## config.mk

```make
export PLATFORM = sky130hd
export DESIGN_NAME = wall_follow_ctrl
export DESIGN_NICKNAME = d
export VERILOG_FILES = /design/src/rtl/wall_follow_ctrl.sv
export SDC_FILE = /design/constraint.sdc
export NUM_CORES = 1
export LEC_CHECK = 0
export ABC_CLOCK_PERIOD_IN_PS = 1500
export BUFFER_PORTS_ARGS = -buffer_cell sky130_fd_sc_hd__buf_4
export CORE_AREA = 5 5 42 44
export DETAILED_ROUTE_END_ITERATION = 10
export DIE_AREA = 0 0 47 49
export PLACE_DENSITY = 0.3
export REMOVE_ABC_BUFFERS = 1
export SLEW_MARGIN = 5
export SYNTH_ARGS = -nofsm -noshare
export SYNTH_HDL_FRONTEND = slang
export SYNTH_SLANG_ARGS = --single-unit
```

## constraint.sdc

```tcl
create_clock -name clk -period 1.5 [get_ports clk]
set_input_delay 0.225 -clock clk [delete_from_list [all_inputs] [get_ports clk]]
set_output_delay 0.225 -clock clk [all_outputs]
set_load 0.02 [all_outputs]
```

## src/rtl/wall_follow_ctrl.sv

```systemverilog
module wall_follow_ctrl (
  input  logic       clk,
  input  logic       rst,
  input  logic       sens_l,
  input  logic       sens_r,
  output logic       fwd,
  output logic       turn_l,
  output logic       turn_r,
  output logic [1:0] state
);
  localparam logic [1:0] SEEK  = 2'b00;
  localparam logic [1:0] PIVOT = 2'b01;
  localparam logic [1:0] HUG   = 2'b10;
  localparam logic [1:0] DRIFT = 2'b11;

  logic [1:0] cur, nxt;

  always_comb begin
    nxt = cur;
    unique case (cur)
      SEEK:    nxt = (sens_l | sens_r) ? PIVOT : SEEK;
      PIVOT:   nxt = (sens_l | sens_r) ? PIVOT : DRIFT;
      default: nxt = sens_l ? PIVOT : (sens_r ? HUG : DRIFT);
    endcase
  end

  always_ff @(posedge clk)
    if (rst) cur <= SEEK;
    else     cur <= nxt;

  assign fwd    = (cur != PIVOT);
  assign turn_l = (cur == PIVOT) | (cur == HUG);
  assign turn_r = (cur == DRIFT);
  assign state  = cur;
endmodule

```

==> summary.md, run 1 <==
| Metric | Value |
|---|---|
| Vias in the first global route | `150` |
| Worst slew pin tran | `183 ps` |
| # rows | `14` |
| Cell area after synthesis | `144 um^2` |
| Max-Cap Viols | `0` |
| Max reg flops | `2` |
| P_int | `0.178 mW` |
| Boundary pin count | `9` |
| Clock transition at path regs | `30 ps` |
| Fmax achieved | `738 MHz` |
| Share of cells above drive strength 1 | `46.2%` |
| Xor/xnor share of the synthesized area | `6.09%` |
| Wire length per cell | `8.76 um` |
| Largest net degree at the start of global routing | `6` |
| Comb power frac | `27.1%` |
| Final min period | `1360 ps` |
| # H-tree levels | `1` |
| Clock Latency Late Sink | `220 ps` |
| #FFs+latches synth | `2` |
| Total CTS buffers | `3` |
| Sequential Power Share | `25.3%` |
| Port Buf Inserts | `8` |
| YS warnings | `0` |
| Setup TNS | `0 ps` |
| Commonest non-fill, non-tap cell in the layout | `buf_4` |
| Unrepaired setup endpoints after global routing | `false` |
| Post-CTS Hold Buffers | `0` |
| Critical path launch point type | `flip-flop` |
| Critical Path RT | `1270 ps` |
| TritonCTS clock tree | `yes` |
| # DRC | `0` |
| Initial core utilization | `10.3%` |
| Vias per cell | `3.05` |
| Synth Instances | `15` |
| Synth Area in Compound Gates | `12.2%` |
| PD cells | `1010 nW/um^2` |
| VDD IR max | `295 uV` |
| Post-cts gate resize count | `0` |
| Critical path peak fanout | `5` |
| Synth Area in Adders | `34.8%` |
| Clock skew | `2.44 ps` |
| Switching fraction of total power | `28.5%` |
| # setup viols final | `0` |
| Leakage power | `0.123 nW` |
| Final Power | `0.249 mW` |
| CTS sink count | `2` |
| Die Ht | `49 um` |
| Iteration-0 DRC Markers | `0` |
| Total Wirelength | `368 um` |
| GRT overflow | `0` |
| Hold Crit Class | `in -> reg` |
| Die ar. | `2300 um^2` |
| # fillers | `170` |
| Crit path largest cell delay | `400 ps` |
| Period utilization | `90.3%` |
| CP Capture Type | `output port` |
| Worst Path Class, Setup | `reg -> out` |
| Status | `finished clean` |
| Synth Area in Simple Gates | `11.3%` |
| Diodes inserted | `0` |
| Main combinational cell family by area after synthesis | `adder cells` |
| Cell with the largest stage delay on the worst path | `dfxtp_1` |
| GRT Overall Usage | `4.36%` |
| P_sw | `0.0711 mW` |
| Via Count | `128` |
| Fin. max-slew vios | `0` |
| CP Cell Sequence | `inv_1 -> ha_1 -> buf_4` |
| Seq/Total Area, Yosys | `27.8%` |
| Antenna viol nets, final | `0` |
| Synth area leaders | `ha_1 35%, dfxtp_1 28%, a211oi_2 8.7%` |
| Initial antenna violation count | `0` |
| Clock power share | `47.6%` |
| Post-synth cell types | `9` |
| Slew HR | `87.8%` |
| Mux cell area share after synthesis | `0%` |
| NumNets Final | `36` |
| Yosys top cell by area | `ha_1` |
| First-pass GRT wire length | `641 um` |
| Placer Congestion | `0.651` |
| CTS max path bufs | `2` |
| Syn avg cell area | `9.59 um^2` |
| Die Width | `47 um` |
| Synth-to-Final Area Change | `71.3%` |
| CTS root buffer | `clkbuf_4` |
| Most frequent cells in the layout | `8 x buf_4, 4 x ha_1, 3 x inv_1, 3 x clkbuf_4, 2 x dfxtp_1` |
| Synth top area share | `34.8%` |
| Number of buffers added for setup after CTS | `0` |
| Final hold viol count | `0` |
| Worst Path Arrival | `1130 ps` |
| Detailed Routing Iterations Pass 1 | `1` |
| Core area | `1400 um^2` |
## routing by layer
metal  GRT usage [%]  routed length, um  share of wire (%)  vias up
met5               0                  0                  0        -
met4            5.53                  0                  0        0
met3            3.32                 76                 21        0
met2            3.17                113                 31        9
met1            5.91                178                 48       50
li1                -                  -                  -       69
## worst max-delay path: cells and delay by family (launching register included)
family / cells / cell delay [ps]
flip-flops: 1 / 400
adder cells (fa/ha/maj): 1 / 280
buffers and inverters: 2 / 230
## power groups by stage
stage          sequential, mW  combinational (mW)  clock [mW]
6_report               0.0629              0.0675       0.119
5_1_grt                0.0645              0.0764       0.129
4_1_cts                0.0630              0.0690       0.130
3_5_place_dp           0.0636              0.0688           0
3_3_place_gp           0.0632              0.0686           0
2_1_floorplan          0.0677              0.0350           0
## synthesized netlist by cell type, drive strengths merged
| cell type | instances |
|---|---|
| xor2 | 1 |
| nand2b | 1 |
| nor2 | 1 |
| or2 | 1 |
| a21oi | 1 |
| a211oi | 1 |
| ha | 4 |
| inv | 3 |
| dfxtp | 2 |
## metrics by stage
stage               instances  hold slack [ps]  util [%]  setup WS, ps  area [um^2]
floorplan                  15              290         -           293          144
global placement           39              403      16.0           325          224
detailed placement         39              405      16.0           322          224
CTS                        42              164      17.6           120          246
global route               42              174      17.6          40.4          246
finish                     42              173      17.6           145          246
## worst paths after layout
check	startpoint	end	slack, ps	depth (start not counted)
hold / removal	rst	state[1]$_SDFF_PP0_	170	2
setup / recovery	state[0]$_SDFF_PP0_	turn_l	140	3
hold reg to reg	state[0]$_SDFF_PP0_	state[0]$_SDFF_PP0_	770	3
setup reg to reg	state[0]$_SDFF_PP0_	state[1]$_SDFF_PP0_	340	4
## kinds of logic (layout without fill, tap and decap cells)
group | after synthesis | after routing
adders and majority gates | 4 | 4
and+or+nand+nor | 3 | 3
buffers and inverters | 3 | 14
AOI/OAI and AO/OA | 2 | 2
DFF | 2 | 2
xor gates and xnor gates | 1 | 1
## area by class of cell
class / count / area [um^2] / area share, %
inverters: 3 / 11.3 / 4.57
multi-input cells: 10 / 92.6 / 37.6
flip-flops and latches: 2 / 40.0 / 16.2
well taps: 16 / 20.0 / 8.12
repair buffers: 8 / 60.1 / 24.4
clock buffers: 3 / 22.5 / 9.14
Power figures use the tool's default switching activity.
==> run 2: changes to the inputs <==
--- a/config.mk
+++ b/config.mk
@@ -5,9 +5,10 @@
 export SDC_FILE = /design/constraint.sdc
 export NUM_CORES = 1
 export LEC_CHECK = 0
-export ABC_CLOCK_PERIOD_IN_PS = 1500
+export ABC_CLOCK_PERIOD_IN_PS = 1400
 export BUFFER_PORTS_ARGS = -buffer_cell sky130_fd_sc_hd__buf_4
 export CORE_AREA = 5 5 42 44
+export CTS_CLUSTER_DIAMETER = 120
 export DETAILED_ROUTE_END_ITERATION = 10
 export DIE_AREA = 0 0 47 49
 export PLACE_DENSITY = 0.3
==> constraint.sdc (replaced) <==
create_clock -name clk -period 1.4 [get_ports clk]
set_input_delay 0.21 -clock clk [delete_from_list [all_inputs] [get_ports clk]]
set_output_delay 0.21 -clock clk [all_outputs]
set_load 0.02 [all_outputs]
==> summary.md, run 2 (same netlist as run 1, synthesis figures left out) <==
| Metric | Value |
|---|---|
| Status | `finished clean (unchanged)` |
| Setup ws final | `95.7 ps (was 145 ps)` |
| Final min period | `1300 ps` |
| Detailed Routing Iterations Pass 1 | `1 (unchanged)` |
| VDD IR max | `319 uV (was 295 uV)` |
| Reg-to-reg startpoint | `state[1]$_SDFF_PP0_ (was state[0]$_SDFF_PP0_)` |
| Share of cells above drive strength 1 | `50.0% (was 46.2%)` |
| Boundary pin count | `9 (unchanged)` |
| Total CTS buffers | `3 (unchanged)` |
| Unrepaired setup endpoints after global routing | `false (unchanged)` |
| Vias per cell | `3.05 (unchanged)` |
| # rows | `14 (unchanged)` |
| Leakage power | `0.123 nW (about the same)` |
| Fin util | `17.7% (was 17.6%)` |
| Initial core utilization | `10.3% (unchanged)` |
| NumNets Final | `36 (unchanged)` |
| CTS sink count | `2 (unchanged)` |
| Port Buf Inserts | `8 (unchanged)` |
| Die Width | `47 um (unchanged)` |
| Worst Path Arrival | `1090 ps (was 1130 ps)` |
| Vias in the first global route | `150 (unchanged)` |
| PD cells | `1080 nW/um^2 (was 1010 nW/um^2)` |
| Most frequent cells in the layout | `8 x buf_4, 4 x ha_1, 3 x inv_1, 3 x clkbuf_4 (was 8 x buf_4, 4 x ha_1, 3 x inv_1, 3 x clkbuf_4, 2 x dfxtp_1)` |
| Worst Path Class, Setup | `reg -> out (unchanged)` |
| # H-tree levels | `1 (unchanged)` |
| Post-cts gate resize count | `0 (unchanged)` |
| Post-CTS Hold Buffers | `0 (unchanged)` |
| First-pass GRT wire length | `641 um (unchanged)` |
| Setup TNS | `0 ps (unchanged)` |
| GRT overflow | `0 (unchanged)` |
| CTS max path bufs | `2 (unchanged)` |
| DP Area | `224 um^2 (unchanged)` |
| CP Capture Type | `output port (unchanged)` |
| Cell with the largest stage delay on the worst path | `dfxtp_1 (unchanged)` |
| CP startpoint | `state[1]$_SDFF_PP0_ (was state[0]$_SDFF_PP0_)` |
| Post-Place Setup Slack | `222 ps (was 322 ps)` |
| Initial antenna violation count | `0 (unchanged)` |
| Placer Congestion | `0.651 (unchanged)` |
| Core area | `1400 um^2 (unchanged)` |
| Die Ht | `49 um (unchanged)` |
| # fillers | `170 (unchanged)` |
| Commonest non-fill, non-tap cell in the layout | `buf_4 (unchanged)` |
| Critical path peak fanout | `3 (was 5)` |
| # DRC | `0 (unchanged)` |
| Final Cell Area | `248 um^2 (was 246 um^2)` |
| CTS root buffer | `clkbuf_4 (unchanged)` |
| Total Wirelength | `368 um (unchanged)` |
| R2R setup slack | `270 ps (was 340 ps)` |
| Slew HR | `90.1% (was 87.8%)` |
| Wire length per cell | `8.76 um (unchanged)` |
| CP Cell Sequence | `inv_1 -> ha_1 -> buf_4 (unchanged)` |
| Largest net degree at the start of global routing | `6 (unchanged)` |
| Die ar. | `2300 um^2 (unchanged)` |
| Critical path launch point type | `flip-flop (unchanged)` |
| Worst slew pin tran | `149 ps (was 183 ps)` |
| Synth-to-Final Area Change | `72.2% (was 71.3%)` |
| Hold Crit Class | `in -> reg (unchanged)` |
| Period utilization | `93.2%` |
| Min Hold Slack | `158 ps (was 173 ps)` |
| Max reg flops | `2 (unchanged)` |
| # setup viols final | `0 (unchanged)` |
| Fin. max-slew vios | `0 (unchanged)` |
| Fmax achieved | `767 MHz` |
| Max-Cap Viols | `0 (unchanged)` |
| Final hold viol count | `0 (unchanged)` |
| Iteration-0 DRC Markers | `0 (unchanged)` |
| Clock skew | `2.70 ps (was 2.44 ps)` |
| TritonCTS clock tree | `yes (unchanged)` |
| Diodes inserted | `0 (unchanged)` |
| HP Start | `rst (unchanged)` |
| Antenna viol nets, final | `0 (unchanged)` |
| Number of buffers added for setup after CTS | `0 (unchanged)` |
| Clock Latency Late Sink | `220 ps (about the same)` |
| GRT Overall Usage | `4.36% (unchanged)` |
| Via Count | `128 (unchanged)` |
| Clock transition at path regs | `30 ps (about the same)` |
| Crit path largest cell delay | `350 ps (was 400 ps)` |
| Critical Path RT | `1190 ps (was 1270 ps)` |
## run 2: cell count changes in the layout (fill, tap and decap cells not counted)
cell     before  now
dfxtp_1       2    1
dfxtp_2       0    1
## run 2: critical path, delay by kind of cell (launching register included)
family | cells | cell delay, ps
flip-flops | 1 | 350
adder cells (fa/ha/maj) | 1 | 270
buffers and inverters | 2 | 250
## run 2: power by group
group	switching, mW	internal [mW]
Clock	0.0327	0.0946
Combinational	0.0383	0.0341
Sequential	0.00538	0.0626
Total	0.0763	0.191
## run 2: area by class of cell
cell class	instances	area (um^2)	area share [%]
multi-input combinational	10	92.6	37.4
timing repair buffer	8	60.1	24.2
sequential	2	41.3	16.7
clock buffer	3	22.5	9.09
tap	16	20.0	8.08
inverter	3	11.3	4.55
## run 2: worst paths after layout
| path | endpoint | cells after the start |
|---|---|---|
| min | state[1]$_SDFF_PP0_ | 2 |
| max | turn_l | 3 |
| min reg2reg | state[0]$_SDFF_PP0_ | 3 |
| max reg2reg | state[1]$_SDFF_PP0_ | 4 |
## run 2: per-layer routing
layer	vias up	routed length, um	GRT usage [%]
met5	-	0	0
met4	0	0	5.53
met3	0	76	3.32
met2	9	113	3.17
met1	50	178	5.91
li1	69	-	-
## run 2: metrics by stage
step                      std cells  power, mW
after floorplan                  15      0.110
after global placement           39      0.141
after detailed placement         39      0.142
after CTS                        42      0.281
after global routing             42      0.290
final                            42      0.268
==> run 3: changes to the inputs <==
--- a/config.mk
+++ b/config.mk
@@ -11,9 +11,10 @@
 export CTS_CLUSTER_DIAMETER = 120
 export DETAILED_ROUTE_END_ITERATION = 10
 export DIE_AREA = 0 0 47 49
-export PLACE_DENSITY = 0.3
+export PLACE_DENSITY_LB_ADDON = 0.08
 export REMOVE_ABC_BUFFERS = 1
 export SLEW_MARGIN = 5
 export SYNTH_ARGS = -nofsm -noshare
 export SYNTH_HDL_FRONTEND = slang
 export SYNTH_SLANG_ARGS = --single-unit
+export TNS_END_PERCENT = 5
==> summary.md, run 3 (same netlist as run 1, synthesis figures left out) <==
| Metric | Value |
|---|---|
| Clock Latency Late Sink | `220 ps (about the same)` |
| CTS root buffer | `clkbuf_4 (unchanged)` |
| Die ar. | `2300 um^2 (unchanged)` |
| Iteration-0 DRC Markers | `0 (unchanged)` |
| Vias in the first global route | `129 (was 150)` |
| Fin util | `17.7% (unchanged)` |
| # setup viols final | `0 (unchanged)` |
| Most frequent cells in the layout | `8 x buf_4, 4 x ha_1, 3 x inv_1, 3 x clkbuf_4 (unchanged)` |
| Critical Path RT | `1190 ps (about the same)` |
| Max-Cap Viols | `0 (unchanged)` |
| PD cells | `1070 nW/um^2 (was 1080 nW/um^2)` |
| Reg area | `41.3 um^2 (unchanged)` |
| GRT Overall Usage | `3.45% (was 4.36%)` |
| Final Cell Area | `248 um^2 (unchanged)` |
| Critical path launch point type | `flip-flop (unchanged)` |
| Initial antenna violation count | `0 (unchanged)` |
| CP Capture Type | `output port (unchanged)` |
| GRT overflow | `0 (unchanged)` |
| Vias per cell | `3.10 (was 3.05)` |
| # H-tree levels | `1 (unchanged)` |
| # rows | `14 (unchanged)` |
| Via Count | `130 (was 128)` |
| Synth-to-Final Area Change | `72.2% (unchanged)` |
| CTS max path bufs | `2 (unchanged)` |
| Fin. max-slew vios | `0 (unchanged)` |
| Total Wirelength | `337 um (was 368 um)` |
| Post-CTS Hold Buffers | `0 (unchanged)` |
| Largest net degree at the start of global routing | `6 (unchanged)` |
| Hold Crit Class | `in -> reg (unchanged)` |
| CP startpoint | `state[1]$_SDFF_PP0_ (unchanged)` |
| Share of cells above drive strength 1 | `50.0% (unchanged)` |
| # fillers | `175 (was 170)` |
| Leakage power | `0.123 nW (unchanged)` |
| Worst Path Arrival | `1080 ps (was 1090 ps)` |
| Fmax achieved | `776 MHz (was 767 MHz)` |
| Status | `finished clean (unchanged)` |
| First-pass GRT wire length | `496 um (was 641 um)` |
| TritonCTS clock tree | `yes (unchanged)` |
| Reg2Reg Depth | `4 (unchanged)` |
| Boundary pin count | `9 (unchanged)` |
| Worst slew pin tran | `136 ps (was 149 ps)` |
| Total CTS buffers | `3 (unchanged)` |
| Area of the multi-input gates | `92.6 um^2 (unchanged)` |
| Placer Congestion | `0.603 (was 0.651)` |
| Core area | `1400 um^2 (unchanged)` |
| Reg-to-reg startpoint | `state[1]$_SDFF_PP0_ (unchanged)` |
| NumNets Final | `36 (unchanged)` |
| Max reg flops | `2 (unchanged)` |
| CTS sink count | `2 (unchanged)` |
| Die Width | `47 um (unchanged)` |
| Unrepaired setup endpoints after global routing | `false (unchanged)` |
| Post-cts gate resize count | `0 (unchanged)` |
| Slew HR | `90.9% (was 90.1%)` |
| Post-DP HPWL | `295 um` |
| HP Start | `rst (unchanged)` |
| Detailed Routing Iterations Pass 1 | `1 (unchanged)` |
| Antenna viol nets, final | `0 (unchanged)` |
| Hold Path Stages | `2 (unchanged)` |
| DP Area | `224 um^2 (unchanged)` |
| Clock skew | `1.83 ps (was 2.70 ps)` |
| Die Ht | `49 um (unchanged)` |
| # DRC | `0 (unchanged)` |
| Critical path peak fanout | `3 (unchanged)` |
| Final hold viol count | `0 (unchanged)` |
| Wire length per cell | `8.02 um (was 8.76 um)` |
| Diodes inserted | `0 (unchanged)` |
| Number of buffers added for setup after CTS | `0 (unchanged)` |
| VDD IR max | `207 uV (was 319 uV)` |
| Period utilization | `92.0% (was 93.2%)` |
| Setup TNS | `0 ps (unchanged)` |
| Final min period | `1290 ps (was 1300 ps)` |
| Worst Path Class, Setup | `reg -> out (unchanged)` |
| Initial core utilization | `10.3% (unchanged)` |
| Port Buf Inserts | `8 (unchanged)` |
| Clock transition at path regs | `30 ps (about the same)` |
| Commonest non-fill, non-tap cell in the layout | `buf_4 (unchanged)` |
-- run 3: worst paths after layout --
check	slack, ps	end
worst max-delay path	110	turn_l
worst min-delay path	150	state[1]$_SDFF_PP0_
worst max register to register	300	state[1]$_SDFF_PP0_
worst min register to register	740	state[0]$_SDFF_PP0_
-- run 3: layout make-up --
type                       instances  area share, %
sequential                         2           16.7
inverter                           3           4.55
clock buffer                       3           9.09
timing repair buffer               8           24.2
tap                               16           8.08
multi-input combinational         10           37.4
-- run 3: report_power, final --
| group | internal, mW | total, mW | switching (mW) |
|---|---|---|---|
| registers | 0.0627 | 0.0682 | 0.00550 |
| clock network | 0.0943 | 0.124 | 0.0299 |
| logic | 0.0343 | 0.0719 | 0.0377 |
-- run 3: per-layer routing --
metal	share of wire (%)	global-route usage (%)	routed length [um]
met5	0	0	0
met2	45	3.17	150
met3	10	1.11	34
met1	45	4.38	152
met4	0	5.53	0
-- run 3: critical path: stages (launching register included) --
cell,delay (ps)
dfxtp_1,350
inv_1,90
ha_1,270
buf_4,160
-- run 3: stage by stage --
stage                     total power, mW  hold slack, ps  cells  setup WS [ps]
after CTS                           0.275             141     42           31.5
after global placement              0.143             378     39            247
after detailed placement            0.142             378     39            229
after global routing                0.281             156     42           49.1
final                               0.264             149     42            112
after floorplan                     0.110             275     15            193
